**src/rtl/can_mob_pkg.sv**
```systemverilog
`timescale 1ns/1ps
package can_mob_pkg;
  typedef enum logic [2:0] {
    A_PAGE = 3'd0,
    A_CTRL = 3'd1,
    A_ID   = 3'd2,
    A_GLB  = 3'd3,
    A_STMP = 3'd4,
    A_TIME = 3'd5
  } reg_addr_e;

  localparam int unsigned CB_EN  = 0;
  localparam int unsigned CB_DIR = 1;
  localparam int unsigned CB_MBR = 2;
  localparam int unsigned GB_EN  = 0;
  localparam int unsigned GB_IRQ = 1;
endpackage

```
**src/rtl/can_mob_prio.sv**
```systemverilog
`timescale 1ns/1ps
// lowest index wins
module can_mob_prio #(
  parameter int unsigned N  = 4,
  parameter int unsigned IW = (N > 1) ? $clog2(N) : 1
) (
  input  logic [N-1:0]  req_i,
  output logic          any_o,
  output logic [IW-1:0] idx_o,
  output logic [N-1:0]  gnt_o
);
  always_comb begin
    any_o = |req_i;
    idx_o = '0;
    gnt_o = '0;
    for (int i = N - 1; i >= 0; i--) begin
      if (req_i[i]) begin
        idx_o    = IW'(i);
        gnt_o    = '0;
        gnt_o[i] = 1'b1;
      end
    end
  end
endmodule

```
**src/rtl/can_mob_timer.sv**
```systemverilog
`timescale 1ns/1ps
module can_mob_timer #(
  parameter int unsigned TW = 16
) (
  input  logic          clk_i,
  input  logic          rst_ni,
  input  logic          en_i,
  output logic [TW-1:0] cnt_o
);
  always_ff @(posedge clk_i or negedge rst_ni) begin
    if (!rst_ni)   cnt_o <= '0;
    else if (en_i) cnt_o <= cnt_o + TW'(1);
    else           cnt_o <= '0;
  end
endmodule

```
**src/rtl/can_mob_objs.sv**
```systemverilog
`timescale 1ns/1ps
module can_mob_objs #(
  parameter int unsigned N   = 4,
  parameter int unsigned IDW = 11,
  parameter int unsigned IW  = (N > 1) ? $clog2(N) : 1
) (
  input  logic                    clk_i,
  input  logic                    rst_ni,
  input  logic [IW-1:0]           page_i,
  input  logic                    wr_ctrl_i,
  input  logic [2:0]              ctrl_i,
  input  logic                    wr_id_i,
  input  logic [IDW-1:0]          id_i,
  input  logic                    rx_take_i,
  input  logic [IW-1:0]           rx_idx_i,
  input  logic [IDW-1:0]          rx_id_i,
  input  logic                    tx_clr_i,
  input  logic [IW-1:0]           tx_idx_i,
  output logic [N-1:0]            en_o,
  output logic [N-1:0]            dir_o,
  output logic [N-1:0]            mbr_o,
  output logic [N-1:0][IDW-1:0]   id_o
);
  import can_mob_pkg::*;

  for (genvar g = 0; g < N; g++) begin : g_obj
    logic sel_pg, hit_rx, hit_tx;
    assign sel_pg = (page_i == IW'(g));
    assign hit_rx = rx_take_i && (rx_idx_i == IW'(g));
    assign hit_tx = tx_clr_i && (tx_idx_i == IW'(g));

    always_ff @(posedge clk_i or negedge rst_ni) begin
      if (!rst_ni) begin
        en_o[g]  <= 1'b0;
        dir_o[g] <= 1'b0;
        mbr_o[g] <= 1'b0;
        id_o[g]  <= '0;
      end else begin
        if (hit_rx) begin
          en_o[g] <= 1'b0;
          id_o[g] <= rx_id_i;
        end
        if (hit_tx) en_o[g] <= 1'b0;
        // software write lands last
        if (wr_ctrl_i && sel_pg) begin
          en_o[g]  <= ctrl_i[CB_EN];
          dir_o[g] <= ctrl_i[CB_DIR];
          mbr_o[g] <= ctrl_i[CB_MBR];
        end
        if (wr_id_i && sel_pg) id_o[g] <= id_i;
      end
    end
  end
endmodule

```
**src/rtl/can_mob_alloc.sv**
```systemverilog
`timescale 1ns/1ps
module can_mob_alloc #(
  parameter int unsigned N_OBJ = 4,
  parameter int unsigned IDW   = 11,
  parameter int unsigned DW    = 16,
  parameter int unsigned TW    = 16,
  localparam int unsigned IW   = (N_OBJ > 1) ? $clog2(N_OBJ) : 1
) (
  input  logic           clk_i,
  input  logic           rst_ni,
  input  logic           wr_en_i,
  input  logic [2:0]     wr_addr_i,
  input  logic [DW-1:0]  wr_data_i,
  input  logic [2:0]     rd_addr_i,
  output logic [DW-1:0]  rd_data_o,
  input  logic           rx_done_i,
  input  logic [IDW-1:0] rx_id_i,
  output logic           rx_store_o,
  output logic [IW-1:0]  rx_obj_o,
  output logic           tx_req_o,
  output logic [IW-1:0]  tx_obj_o,
  output logic [IDW-1:0] tx_id_o,
  input  logic           tx_done_i,
  output logic           irq_o
);
  import can_mob_pkg::*;

  logic [IW-1:0]            page_q;
  logic                     glb_en_q;
  logic                     irq_q;
  logic [TW-1:0]            stamp_q;
  logic [TW-1:0]            ts;
  logic [N_OBJ-1:0]         obj_en, obj_dir, obj_mbr;
  logic [N_OBJ-1:0][IDW-1:0] obj_id;
  logic [N_OBJ-1:0]         ded_req, mbr_req, tx_rq;
  logic [N_OBJ-1:0]         ded_gnt, mbr_gnt, tx_gnt;
  logic                     ded_any, mbr_any, tx_any;
  logic [IW-1:0]            ded_idx, mbr_idx, tx_idx;
  logic                     wr_page, wr_ctrl, wr_id, wr_glb;
  logic                     rx_take, fill_evt, tx_clr;
  logic [IW-1:0]            rx_idx;

  assign wr_page = wr_en_i && (wr_addr_i == A_PAGE);
  assign wr_ctrl = wr_en_i && (wr_addr_i == A_CTRL);
  assign wr_id   = wr_en_i && (wr_addr_i == A_ID);
  assign wr_glb  = wr_en_i && (wr_addr_i == A_GLB);

  can_mob_timer #(.TW(TW)) u_timer (
    .clk_i (clk_i),
    .rst_ni(rst_ni),
    .en_i  (glb_en_q),
    .cnt_o (ts)
  );

  can_mob_objs #(.N(N_OBJ), .IDW(IDW), .IW(IW)) u_objs (
    .clk_i    (clk_i),
    .rst_ni   (rst_ni),
    .page_i   (page_q),
    .wr_ctrl_i(wr_ctrl),
    .ctrl_i   (wr_data_i[2:0]),
    .wr_id_i  (wr_id),
    .id_i     (wr_data_i[IDW-1:0]),
    .rx_take_i(rx_take),
    .rx_idx_i (rx_idx),
    .rx_id_i  (rx_id_i),
    .tx_clr_i (tx_clr),
    .tx_idx_i (tx_idx),
    .en_o     (obj_en),
    .dir_o    (obj_dir),
    .mbr_o    (obj_mbr),
    .id_o     (obj_id)
  );

  always_comb begin
    for (int i = 0; i < N_OBJ; i++) begin
      ded_req[i] = obj_en[i] && !obj_dir[i] && !obj_mbr[i] && (obj_id[i] == rx_id_i);
      mbr_req[i] = obj_en[i] && !obj_dir[i] && obj_mbr[i];
      tx_rq[i]   = obj_en[i] && obj_dir[i];
    end
  end

  can_mob_prio #(.N(N_OBJ), .IW(IW)) u_ded (
    .req_i(ded_req), .any_o(ded_any), .idx_o(ded_idx), .gnt_o(ded_gnt));
  can_mob_prio #(.N(N_OBJ), .IW(IW)) u_mbr (
    .req_i(mbr_req), .any_o(mbr_any), .idx_o(mbr_idx), .gnt_o(mbr_gnt));
  can_mob_prio #(.N(N_OBJ), .IW(IW)) u_tx (
    .req_i(tx_rq), .any_o(tx_any), .idx_o(tx_idx), .gnt_o(tx_gnt));

  assign rx_take  = rx_done_i && (ded_any || mbr_any);
  assign rx_idx   = ded_any ? ded_idx : mbr_idx;
  // last enabled member consumed
  assign fill_evt = rx_done_i && !ded_any && mbr_any && ((mbr_req & ~mbr_gnt) == '0);
  assign tx_clr   = tx_done_i && tx_any;

  always_ff @(posedge clk_i or negedge rst_ni) begin
    if (!rst_ni) begin
      page_q     <= '0;
      glb_en_q   <= 1'b0;
      irq_q      <= 1'b0;
      stamp_q    <= '0;
      rx_store_o <= 1'b0;
      rx_obj_o   <= '0;
    end else begin
      if (wr_page) page_q <= wr_data_i[IW-1:0];
      if (wr_glb)  glb_en_q <= wr_data_i[GB_EN];
      if (fill_evt)                        irq_q <= 1'b1;
      else if (wr_glb && wr_data_i[GB_IRQ]) irq_q <= 1'b0;
      if (rx_done_i || tx_clr) stamp_q <= ts;
      rx_store_o <= rx_take;
      if (rx_take) rx_obj_o <= rx_idx;
    end
  end

  always_comb begin
    case (rd_addr_i)
      A_PAGE:  rd_data_o = DW'(page_q);
      A_CTRL:  rd_data_o = DW'({obj_mbr[page_q], obj_dir[page_q], obj_en[page_q]});
      A_ID:    rd_data_o = DW'(obj_id[page_q]);
      A_GLB:   rd_data_o = DW'({irq_q, glb_en_q});
      A_STMP:  rd_data_o = DW'(stamp_q);
      A_TIME:  rd_data_o = DW'(ts);
      default: rd_data_o = '0;
    endcase
  end

  assign tx_req_o = tx_any;
  assign tx_obj_o = tx_idx;
  assign tx_id_o  = obj_id[tx_idx];
  assign irq_o    = irq_q;
endmodule

```
**config.mk**
```make
export PLATFORM = sky130hd
export DESIGN_NAME = can_mob_alloc
export DESIGN_NICKNAME = d
export VERILOG_FILES = /design/src/rtl/can_mob_pkg.sv /design/src/rtl/can_mob_prio.sv /design/src/rtl/can_mob_timer.sv /design/src/rtl/can_mob_objs.sv /design/src/rtl/can_mob_alloc.sv
export SDC_FILE = /design/constraint.sdc
export NUM_CORES = 1
export LEC_CHECK = 0
export ABC_AREA = 1
export BUFFER_PORTS_ARGS = -buffer_cell sky130_fd_sc_hd__buf_2
export CAP_MARGIN = 20
export CORE_MARGIN = 3
export CORE_UTILIZATION = 55
export DETAILED_ROUTE_END_ITERATION = 7
export PLACE_DENSITY = 0.72
export SETUP_SLACK_MARGIN = 0.05
export SYNTH_ARGS = -nofsm -noshare
export SYNTH_HDL_FRONTEND = slang
export SYNTH_SLANG_ARGS = --single-unit
```
**constraint.sdc**
```tcl
create_clock -name clk_i -period 5.4 [get_ports clk_i]
set_input_delay 0.27 -clock clk_i [delete_from_list [all_inputs] [get_ports clk_i]]
set_output_delay 0.27 -clock clk_i [all_outputs]
set_load 0.02 [all_outputs]
```
==> impl_metrics.json, run 1 <==
{
  "postLayoutSetupSlackWorst_ns": 2.15,
  "cts_tree": "yes",
  "nets": 1009,
  "die-width_um": 113,
  "dominant_combinational_cell_family_by_area_after_synthesis": "simple AND/OR/NAND/NOR gates",
  "timing.final.max_slew_violations": 0,
  "synth.mux.area_fraction_pct": 0,
  "dieArea_sq_mm": 0.0128,
  "cap_violations": 0,
  "layout.cells.most_common_list": "326 x sky130_fd_sc_hd__nand2_1, 112 x sky130_fd_sc_hd__inv_1, 95 x sky130_fd_sc_hd__dfrtp_1, 83 x sky130_fd_sc_hd__o21ai_0, 67 x sky130_fd_sc_hd__nand3_1",
  "drc_errors": 0,
  "synth_cells": 927,
  "synth_compound_area_share_pct": 17.6,
  "ys_seq_area_share_pct": 37.8,
  "power.combinational.fraction_pct": 43.3,
  "first_pass_grt_wire_length_um": 31200,
  "design.core.area_sq_mm": 0.0110,
  "power_leakage_nw": 3.48,
  "final-seq-area_sq_mm": 0.00238,
  "synth.cell_area_sq_mm": 0.00629,
  "cts_num_sinks": 95,
  "total_power_w": 0.00311,
  "antenna_found_initial": 0,
  "unique_cell_type_count_in_the_yosys_netlist": 38,
  "synth.avg_cell_area_sq_um": 6.79,
  "die_span_in_y_um": 113,
  "post-route-period-util_pct": 60.2,
  "outcome": "finished, final reports clean",
  "arrival_ns": 2.98,
  "cts_buffer_depth": 2,
  "setup_viol_count_final": 0,
  "grt_overflow_total": 0,
  "floorplan.io_pins": 72,
  "layout-drive-gt1-share_pct": 12.2,
  "clkTransAtPathRegs_ns": 0.07,
  "clock_power_share_pct": 20.7,
  "viasPerCell": 5.70,
  "antenna_cells_inserted": 0,
  "synth_ff_type": "sky130_fd_sc_hd__dfrtp_1",
  "final.setup.tns_ns": 0,
  "clk_root_buffer_cell": "sky130_fd_sc_hd__clkbuf_16",
  "clock_latency_ns": 0.36,
  "number_of_global_route_vias_before_repair": 5981,
  "post_cts_hold_buffer_count": 1,
  "worstPathRequired_ns": 5.13,
  "critical_path_class": "flop to primary output",
  "row_cnt": 38,
  "fmax_ghz": 0.307,
  "cp_max_fo": 11,
  "grt_setup_unrepaired": "no",
  "area_growth_syn_to_layout_pct": 10.1,
  "tritoncts.num_buffers": 9,
  "initial_utilization_pct": 57.0,
  "worst-slew-pin-transition_ns": 1.09,
  "yosys_register_bits": 95,
  "yosysWarnings": 0,
  "synth-async-reset-ratio_pct": 100,
  "hold_path.class": "input pin to flop",
  "yosys.area_share.simple_pct": 30.4,
  "final_common_cell": "sky130_fd_sc_hd__nand2_1",
  "max-slew-margin-rel_pct": 27.0,
  "adder_and_majority_gate_portion_of_the_synthesized_area_pct": 0.199,
  "sw_frac_of_total_pct": 45.7,
  "final.fill_count": 1071,
  "routed_wire_length_per_instance_um": 17.3,
  "crit_path_end_kind": "primary output",
  "xor_xnor_share_of_the_synthesized_area_pct": 2.37,
  "p_int_w": 0.00169,
  "io_buffers": 66,
  "timing.final.crit_period_ns": 3.25,
  "power.ir.vdd_worst_mv": 0.257,
  "drt-initial-drc-count": 785,
  "grt.total_usage_pct": 31.2,
  "htree_num_levels": 3,
  "synth_enable_flop_cells": 0,
  "place_hpwl_um": 13500,
  "worst_setup_sp_type": "flop",
  "count_of_tritonroute_iterations_in_the_first_routing_pass": 5,
  "postRouteAntennaNets": 0,
  "gp_congestion": 0.924,
  "finalClockSkew_ns": 0.0120,
  "power.sequential.fraction_pct": 36.0,
  "timing.final.hold_violations": 0,
  "synth_nets": 966,
  "power_per_cell_area_mw_per_mm2": 449,
  "multi_input_comb_area_sq_mm": 0.00319,
  "wl_um": 19300,
  "power_switching_w": 0.00142,
  "place_ws_ns": 2.70,
  "cts_resized": 0,
  "grt_start_max_net_pins": 80,
  "postCtsSetupRepairBufs": 0,
  "detailroute.via_count": 6354
}
-- flip-flops by register name, summed over array words and instances (netlist names), 2 cells and up --
| name | flops |
|---|---|
| u_objs.mbr_o | 4 |
| rx_obj_o | 2 |
| page_q | 2 |
| u_objs.id_o | 44 |
| stamp_q | 16 |
| u_objs.en_o | 4 |
| u_objs.dir_o | 4 |
| u_timer.cnt_o | 16 |
-- power by group through the flow --
stage	Clock, W	Sequential [W]	Combinational (W)
after floorplan	0	0.00107	0.000935
after global placement	0	0.00112	0.00131
after detailed placement	0	0.00112	0.00132
after CTS	0.000645	0.00111	0.00133
after global routing	0.000672	0.00115	0.00148
final	0.000644	0.00112	0.00134
-- synthesized netlist by cell type (13+ instances only) --
cell | n | area, sq um
sky130_fd_sc_hd__clkbuf_1 | 22 | 82.6
sky130_fd_sc_hd__o21ai_0 | 83 | 415
sky130_fd_sc_hd__nand2_1 | 326 | 1220
sky130_fd_sc_hd__a22oi_1 | 20 | 150
sky130_fd_sc_hd__o221ai_1 | 24 | 210
sky130_fd_sc_hd__o22ai_1 | 16 | 100
sky130_fd_sc_hd__inv_1 | 112 | 420
sky130_fd_sc_hd__a21oi_1 | 13 | 65.1
sky130_fd_sc_hd__nor2_1 | 44 | 165
sky130_fd_sc_hd__dfrtp_1 | 95 | 2380
sky130_fd_sc_hd__xnor2_1 | 17 | 149
sky130_fd_sc_hd__nand3_1 | 67 | 335
-- layer usage --
layer,track usage (%),routed length (um)
met3,5.83,1880
met5,0,0
met4,12.5,603
met1,44.6,8510
met2,46.9,8300
-- final timing paths --
check | startpoint | end | slack, ns | cells after the start
min in group asynchronous | rst_ni | u_objs.mbr_o[2]$_DFFE_PN0P_ | 0.31 | 2
setup reg to reg | u_objs.en_o[3]$_DFFE_PN0P_ | u_objs.id_o[9]$_DFFE_PN0P_ | 2.75 | 12
setup / recovery | page_q[1]$_DFFE_PN0P_ | rd_data_o[10] | 2.15 | 6
hold / removal | wr_data_i[0] | u_objs.en_o[3]$_DFFE_PN0P_ | 0.18 | 3
max in group asynchronous | rst_ni | u_objs.id_o[21]$_DFFE_PN0P_ | 4.20 | 4
hold reg to reg | rx_obj_o[1]$_DFFE_PN0P_ | rx_obj_o[1]$_DFFE_PN0P_ | 0.47 | 2
-- metrics by stage --
step,util (%),cells,area [sq um],hold WS [ns]
2_1_floorplan,-,927,6290,-0.0256
3_3_place_gp,59.8,1096,6590,0.146
3_5_place_dp,59.8,1096,6590,0.148
4_1_cts,62.5,1113,6900,0.171
5_1_grt,62.8,1115,6930,0.191
6_report,62.8,1115,6930,0.177
-- worst max-delay path, cell delays in order, from the launching register on --
cell and delay, ns:
sky130_fd_sc_hd__dfrtp_1 0.46, sky130_fd_sc_hd__nor2_1 0.86, sky130_fd_sc_hd__inv_1 0.38, sky130_fd_sc_hd__o21ai_0 0.24
sky130_fd_sc_hd__o21ai_0 0.23, sky130_fd_sc_hd__o221ai_1 0.22, sky130_fd_sc_hd__buf_2 0.23
-- cell families (layout without fill, tap and decap cells) --
kind of cell               after synthesis  count (layout)
and+or+nand+nor                        466             466
AOI/OAI and AO/OA                      179             179
xor gates and xnor gates                17              17
adders and majority gates                1               1
buffers and inverters                  169             217
DFF                                     95              95
-- area by class of cell --
type / instances / area share [%]
inverter: 126 / 6.86
clock inverter: 6 / 0.776
tap: 140 / 2.53
timing repair buffer: 75 / 6.10
sequential: 95 / 34.3
multi-input combinational: 663 / 46.0
clock buffer: 10 / 3.45
(Power assumes the default switching activity.)
==> run 2: changes to the inputs <==
Settings changed: ABC_AREA 1 to 0, CORE_UTILIZATION 55 to 54, PLACE_DENSITY 0.72 to 0.74.
Clock period 5.4 ns to 2.7 ns, I/O delays scaled along.
==> run 2 against run 1 <==
Effect of this change: clock-buffer cell count grew 1; die area decreased by 0.72%; critical path type is now flop to flop; routed wire length fell by 8.3%.
==> impl_metrics.json, run 2 <==
{
  "outcome": "finished, final reports clean",
  "timing.final.hold_violations": 0,
  "hold_slack_ns": 0.0738,
  "detailroute.via_count": 5524,
  "yosysWarnings": 0,
  "synth.avg_cell_area_sq_um": 9.43,
  "viasPerCell": 6.55,
  "cts_buffer_depth": 2,
  "final-instance-count-excl-fill": 843,
  "top_regs": "u_objs.id_o x44, stamp_q x16, u_timer.cnt_o x16",
  "synth.top_cells.by_area": "sky130_fd_sc_hd__dfrtp_1 39%, sky130_fd_sc_hd__o21ai_0 5.3%, sky130_fd_sc_hd__mux2_2 5.1%",
  "synth_ff_type": "sky130_fd_sc_hd__dfrtp_1",
  "layout-drive-gt1-share_pct": 22.9,
  "critical_path_class": "flop to flop",
  "ff2ff_setup_slack_ns": 0.28,
  "regToRegStartpoint": "u_objs.id_o[4]$_DFFE_PN0P_",
  "clkTransAtPathRegs_ns": 0.07,
  "io_buffers": 66,
  "count_of_tritonroute_iterations_in_the_first_routing_pass": 6,
  "unique_cell_type_count_in_the_yosys_netlist": 53,
  "setup_viol_count_final": 0,
  "number_of_flip_flops_under_the_largest_register_name": 44,
  "final.setup.tns_ns": 0,
  "max-slew-margin-rel_pct": 43.9,
  "antenna_cells_inserted": 0,
  "crit_path_end_kind": "flop",
  "critical_path.top_delay_family": "simple AND/OR/NAND/NOR gates",
  "nets": 737,
  "yosys_register_bits": 95,
  "grt_setup_unrepaired": "no",
  "grt_overflow_total": 0,
  "initial_utilization_pct": 55.8,
  "setup.worst_path.end": "rx_obj_o[0]$_DFFE_PN0P_",
  "post-route-period-util_pct": 89.8,
  "timing.final.max_slew_violations": 0,
  "critical-path-slowest-cell": "sky130_fd_sc_hd__dfrtp_1",
  "grt_start_max_net_pins": 50,
  "synth.top_cells.by_count": "95 x sky130_fd_sc_hd__dfrtp_1, 65 x sky130_fd_sc_hd__o21ai_0, 56 x sky130_fd_sc_hd__nor2_1",
  "clock_latency_ns": 0.35,
  "postLayoutSetupSlackWorst_ns": 0.275,
  "htree_num_levels": 3,
  "crit_path_buffers_inverters": 0,
  "synth.mux.area_fraction_pct": 13.4,
  "adder_and_majority_gate_portion_of_the_synthesized_area_pct": 0.204,
  "xor_xnor_share_of_the_synthesized_area_pct": 8.00,
  "synth_cells": 650,
  "drc_errors": 0,
  "cp_cell_sequence": "xor2_1 -> nor4_1 -> nand4_1 -> nand2_1 -> nor3_1 -> a31oi_4 -> mux2_2",
  "reg2regPathDepth": 7,
  "top_register": "u_objs.id_o",
  "worstPathRequired_ns": 2.94,
  "wl_um": 17700,
  "routed_wire_length_per_instance_um": 21.0,
  "clk_root_buffer_cell": "sky130_fd_sc_hd__clkbuf_16",
  "regToRegEndpoint": "rx_obj_o[0]$_DFFE_PN0P_",
  "cp_slowest_stage_delay_ns": 0.44,
  "synth_compound_area_share_pct": 17.5,
  "cts_tree": "yes",
  "synth_top_area_cell": "sky130_fd_sc_hd__dfrtp_1",
  "dominant_combinational_cell_family_by_area_after_synthesis": "compound AO/OA/AOI/OAI gates",
  "critical_path_cell_count": 7,
  "postRouteAntennaNets": 0,
  "number_of_global_route_vias_before_repair": 5418,
  "worst-slew-pin-transition_ns": 0.840,
  "layout.cells.most_common_list": "93 x sky130_fd_sc_hd__dfrtp_1, 65 x sky130_fd_sc_hd__o21ai_0, 65 x sky130_fd_sc_hd__buf_2, 55 x sky130_fd_sc_hd__nor2_1, 48 x sky130_fd_sc_hd__nand3_1",
  "cp_max_fo": 4,
  "crit_start": "u_objs.id_o[4]$_DFFE_PN0P_",
  "tritoncts.num_buffers": 9,
  "ys_seq_area_share_pct": 38.8,
  "antenna_found_initial": 0,
  "cts_num_sinks": 95,
  "floorplan.io_pins": 72,
  "hold_path.class": "input pin to flop",
  "synthDominantCellAreaShare_pct": 38.8,
  "arrival_ns": 2.66,
  "grt.total_usage_pct": 28.4,
  "worst_setup_sp_type": "flop",
  "die-width_um": 113,
  "postCtsSetupRepairBufs": 0,
  "final.fill_count": 908,
  "power_leakage_nw": 2.87,
  "yosysMostFrequentCell": "sky130_fd_sc_hd__dfrtp_1",
  "gp_congestion": 0.937,
  "fmax_ghz": 0.412,
  "dieArea_sq_mm": 0.0127,
  "drt-initial-drc-count": 449,
  "synth_enable_flop_cells": 0,
  "finalClockSkew_ns": 0.00579,
  "cap_violations": 0,
  "first_pass_grt_wire_length_um": 28300,
  "synth-async-reset-ratio_pct": 100,
  "power_per_cell_area_mw_per_mm2": 887,
  "place_ws_ns": 0.154,
  "timing.final.crit_period_ns": 2.42,
  "area_growth_syn_to_layout_pct": 12.8,
  "design.core.area_sq_mm": 0.0110,
  "final_common_cell": "sky130_fd_sc_hd__dfrtp_1",
  "row_cnt": 38,
  "die_span_in_y_um": 113,
  "synth.cell_area_sq_mm": 0.00613,
  "dpl.cell_count": 826,
  "place_hpwl_um": 12300,
  "yosys.area_share.simple_pct": 16.9,
  "power.ir.vdd_worst_mv": 0.460,
  "synth_nets": 689
}
[run 2: changes by cell type after synthesis, moves of 23 or more]
cell	change
sky130_fd_sc_hd__mux2_2	+28
sky130_fd_sc_hd__o221ai_1	-23
sky130_fd_sc_hd__inv_1	-109
sky130_fd_sc_hd__nand2_1	-296
sky130_fd_sc_hd__xor2_1	+24
sky130_fd_sc_hd__a31oi_1	+42
[run 2: cell type report]
cell class / instances / area (sq um) / area share, %
multi-input combinational: 497 / 3450 / 49.8
inverter: 3 / 11.3 / 0.163
clock buffer: 11 / 243 / 3.51
clock inverter: 5 / 105 / 1.52
sequential: 95 / 2380 / 34.4
tap: 140 / 175 / 2.53
timing repair buffer: 92 / 556 / 8.03
[run 2: metrics by stage]
step / total power (W) / util (%) / instance area [sq um]
detailed placement: 0.00461 / 59.5 / 6540
finish: 0.00614 / 63.0 / 6920
global route: 0.00644 / 63.0 / 6920
global placement: 0.00452 / 59.5 / 6540
CTS: 0.00611 / 62.8 / 6900
floorplan: 0.00383 / - / 6130
[run 2: power by group]
part | total (W) | internal [W] | switching (W) | leakage (nW)
Sequential | 0.00242 | 0.00184 | 0.000585 | 1.22
Combinational | 0.00223 | 0.00101 | 0.00122 | 1.49
Clock | 0.00149 | 0.000931 | 0.000556 | 0.162
[run 2: worst min-delay path, cell delays in order]
cell and delay, ns:
sky130_fd_sc_hd__buf_2 0.12, sky130_fd_sc_hd__nor2_1 0.09, sky130_fd_sc_hd__a31oi_1 0.04
[run 2: worst min path at each step]
stage,from,to,slack [ns],cells after the start
after detailed placement,rst_ni,stamp_q[13]$_DFFE_PN0P_,0.19,1
after global routing,wr_data_i[8],u_objs.id_o[19]$_DFFE_PN0P_,0.08,3
after global placement,rst_ni,stamp_q[13]$_DFFE_PN0P_,0.17,1
after CTS,wr_data_i[8],u_objs.id_o[19]$_DFFE_PN0P_,0.06,3
after floorplan,rst_ni,glb_en_q$_DFFE_PN0P_,-0.16,0
final,wr_data_i[8],u_objs.id_o[19]$_DFFE_PN0P_,0.07,3
[run 2: repair_timing]
item	4_1_cts	5_1_grt
endpoints found under the hold margin	46	0
gates resized for setup	0	5
endpoints found under the setup margin	0	33
hold buffers	1	0
[run 2: routing by layer]
metal / track usage (%) / part of all wire [%] / up-vias
met3: 6.85 / 8.2 / 52
met1: 37.9 / 42 / 2711
met4: 12.4 / 3.6 / 0
met2: 44.1 / 47 / 290
li1: - / - / 2471
met5: 0 / 0 / -
[run 2: logic make-up after synthesis]
family	count (synthesis)
xor+xnor	56
simple gates	204
compound gates	175
buf+inv	58
mux	61
flops	95
fa+ha+maj	1
==> run 3: changes to the inputs <==
Settings changed: CORE_ASPECT_RATIO from default to 1.2, PLACE_DENSITY 0.74 to 0.78.
==> run 3 against run 2 <==
Effect of this change: hold slack better by 0.013 ns; sequential cell count unchanged; clock-buffer cell count increased by 2; routed wire length shrank 0.21%; clock skew down 0.0019 ns; first-iteration DRC count grew 38%; final area down 0.16%.
==> impl_metrics.json, run 3 (synthesis results as in run 2) <==
{
  "area_growth_syn_to_layout_pct": 12.6,
  "dpl-instance-area_sq_mm": 0.00657,
  "postRouteAntennaNets": 0,
  "power.ir.vdd_worst_mv": 0.371,
  "die_span_in_y_um": 123,
  "top_regs": "u_objs.id_o x44, stamp_q x16, u_timer.cnt_o x16",
  "max-slew-margin-rel_pct": 41.1,
  "final_common_cell": "sky130_fd_sc_hd__dfrtp_1",
  "crit_path_end_kind": "flop",
  "multi_input_comb_area_sq_mm": 0.00344,
  "initial_utilization_pct": 55.6,
  "design.core.area_sq_mm": 0.0110,
  "grt_setup_unrepaired": "no",
  "wl_um": 17700,
  "grt_start_max_net_pins": 51,
  "worst_setup_sp_type": "flop",
  "worst-slew-pin-transition_ns": 0.881,
  "post-route-period-util_pct": 95.0,
  "hold_path.class": "input pin to flop",
  "drt-initial-drc-count": 619,
  "final.fill_count": 883,
  "layout.cells.most_common_list": "95 x sky130_fd_sc_hd__dfrtp_1, 65 x sky130_fd_sc_hd__o21ai_0, 65 x sky130_fd_sc_hd__buf_2, 56 x sky130_fd_sc_hd__nor2_1, 48 x sky130_fd_sc_hd__nand3_1",
  "nets": 734,
  "timing.final.hold_violations": 0,
  "tritoncts.num_buffers": 9,
  "cp_max_fo": 4,
  "io_buffers": 66,
  "place_ws_ns": 0.130,
  "antenna_cells_inserted": 0,
  "outcome": "finished, final reports clean",
  "dieArea_sq_mm": 0.0127,
  "first_pass_grt_wire_length_um": 27600,
  "floorplan.io_pins": 72,
  "fmax_ghz": 0.390,
  "row_cnt": 42,
  "layout-drive-gt1-share_pct": 22.0,
  "detailroute.via_count": 5571,
  "cts_tree": "yes",
  "number_of_global_route_vias_before_repair": 5363,
  "viasPerCell": 6.70,
  "finalClockSkew_ns": 0.00392,
  "timing.final.crit_period_ns": 2.57,
  "antenna_found_initial": 0,
  "power_per_cell_area_mw_per_mm2": 872,
  "postCtsSetupRepairBufs": 0,
  "cap_violations": 0,
  "postLayoutSetupSlackWorst_ns": 0.134,
  "drc_errors": 0,
  "critical_path_class": "flop to flop",
  "clock_latency_ns": 0.35,
  "timing.final.max_slew_violations": 0,
  "place_hpwl_um": 12100,
  "arrival_ns": 2.80,
  "die-width_um": 103,
  "count_of_tritonroute_iterations_in_the_first_routing_pass": 6,
  "top_register": "u_objs.id_o",
  "clkTransAtPathRegs_ns": 0.06,
  "setup_viol_count_final": 0,
  "power_leakage_nw": 2.88,
  "cts_buffer_depth": 2,
  "number_of_flip_flops_under_the_largest_register_name": 44,
  "routed_wire_length_per_instance_um": 21.2,
  "final.setup.tns_ns": 0,
  "cts_num_sinks": 95,
  "htree_num_levels": 3,
  "clk_root_buffer_cell": "sky130_fd_sc_hd__clkbuf_16",
  "gp_congestion": 0.896,
  "final-seq-area_sq_mm": 0.00238,
  "worstPathRequired_ns": 2.93,
  "finish.instance_area_sq_mm": 0.00691,
  "grt_overflow_total": 0,
  "grt.total_usage_pct": 28.5
}
==> run 3: layout make-up <==
class / instances / area share, %
timing repair buffer: 89 / 8.62
clock buffer: 13 / 4.06
sequential: 95 / 34.4
multi-input combinational: 497 / 49.8
tap: 132 / 2.39
inverter: 3 / 0.163
clock inverter: 2 / 0.544
==> run 3: per-layer routing <==
layer,share of wire (%),track usage [%]
met4,4.8,15.6
met5,0,0
met2,49,46.2
met1,39,36.2
met3,7.8,4.32
==> run 3: metrics by stage <==
stage	utilization [%]	hold WS (ns)	power, W	std cells
finish	62.6	0.0871	0.00602	831
global route	62.6	0.0951	0.00630	831
CTS	62.5	0.0732	0.00599	831
detailed placement	59.5	0.185	0.00463	815
global placement	59.5	0.180	0.00453	815
floorplan	-	-0.161	0.00383	650
==> run 3: repair_timing <==
item                                   in CTS  in global routing
setup endpoints to repair                   0                 22
gates resized for setup                     0                  1
hold buffers                                1                  0
endpoints found under the hold margin      45                  0
==> run 3: final timing paths <==
check | cells after the start | start | end | slack [ns]
worst min register to register | 1 | stamp_q[15]$_DFFE_PN0P_ | stamp_q[15]$_DFFE_PN0P_ | 0.51
worst min-delay path | 3 | wr_data_i[3] | u_objs.id_o[25]$_DFFE_PN0P_ | 0.09
min in group asynchronous | 2 | rst_ni | stamp_q[13]$_DFFE_PN0P_ | 0.35
max in group asynchronous | 3 | rst_ni | u_objs.id_o[38]$_DFFE_PN0P_ | 1.66
worst max-delay path | 7 | u_objs.id_o[10]$_DFFE_PN0P_ | rx_obj_o[0]$_DFFE_PN0P_ | 0.13
worst max register to register | 7 | u_objs.id_o[10]$_DFFE_PN0P_ | rx_obj_o[0]$_DFFE_PN0P_ | 0.13
==> run 3: where the power goes <==
part	switching (W)	leakage, nW	total (W)	internal, W
Sequential	0.000553	1.22	0.00239	0.00184
Combinational	0.00124	1.50	0.00228	0.00104
Clock	0.000533	0.154	0.00135	0.000814
Total	0.00233	2.88	0.00602	0.00369
==> run 3: critical path, cell delays in order, from the launching register on <==
cell and delay, ns:
sky130_fd_sc_hd__dfrtp_1 0.43, sky130_fd_sc_hd__xor2_1 0.17, sky130_fd_sc_hd__nor4b_1 0.45, sky130_fd_sc_hd__nand4_1 0.38, sky130_fd_sc_hd__nand2_1 0.28, sky130_fd_sc_hd__nor3_1 0.14
sky130_fd_sc_hd__a31oi_4 0.25, sky130_fd_sc_hd__mux2_2 0.35
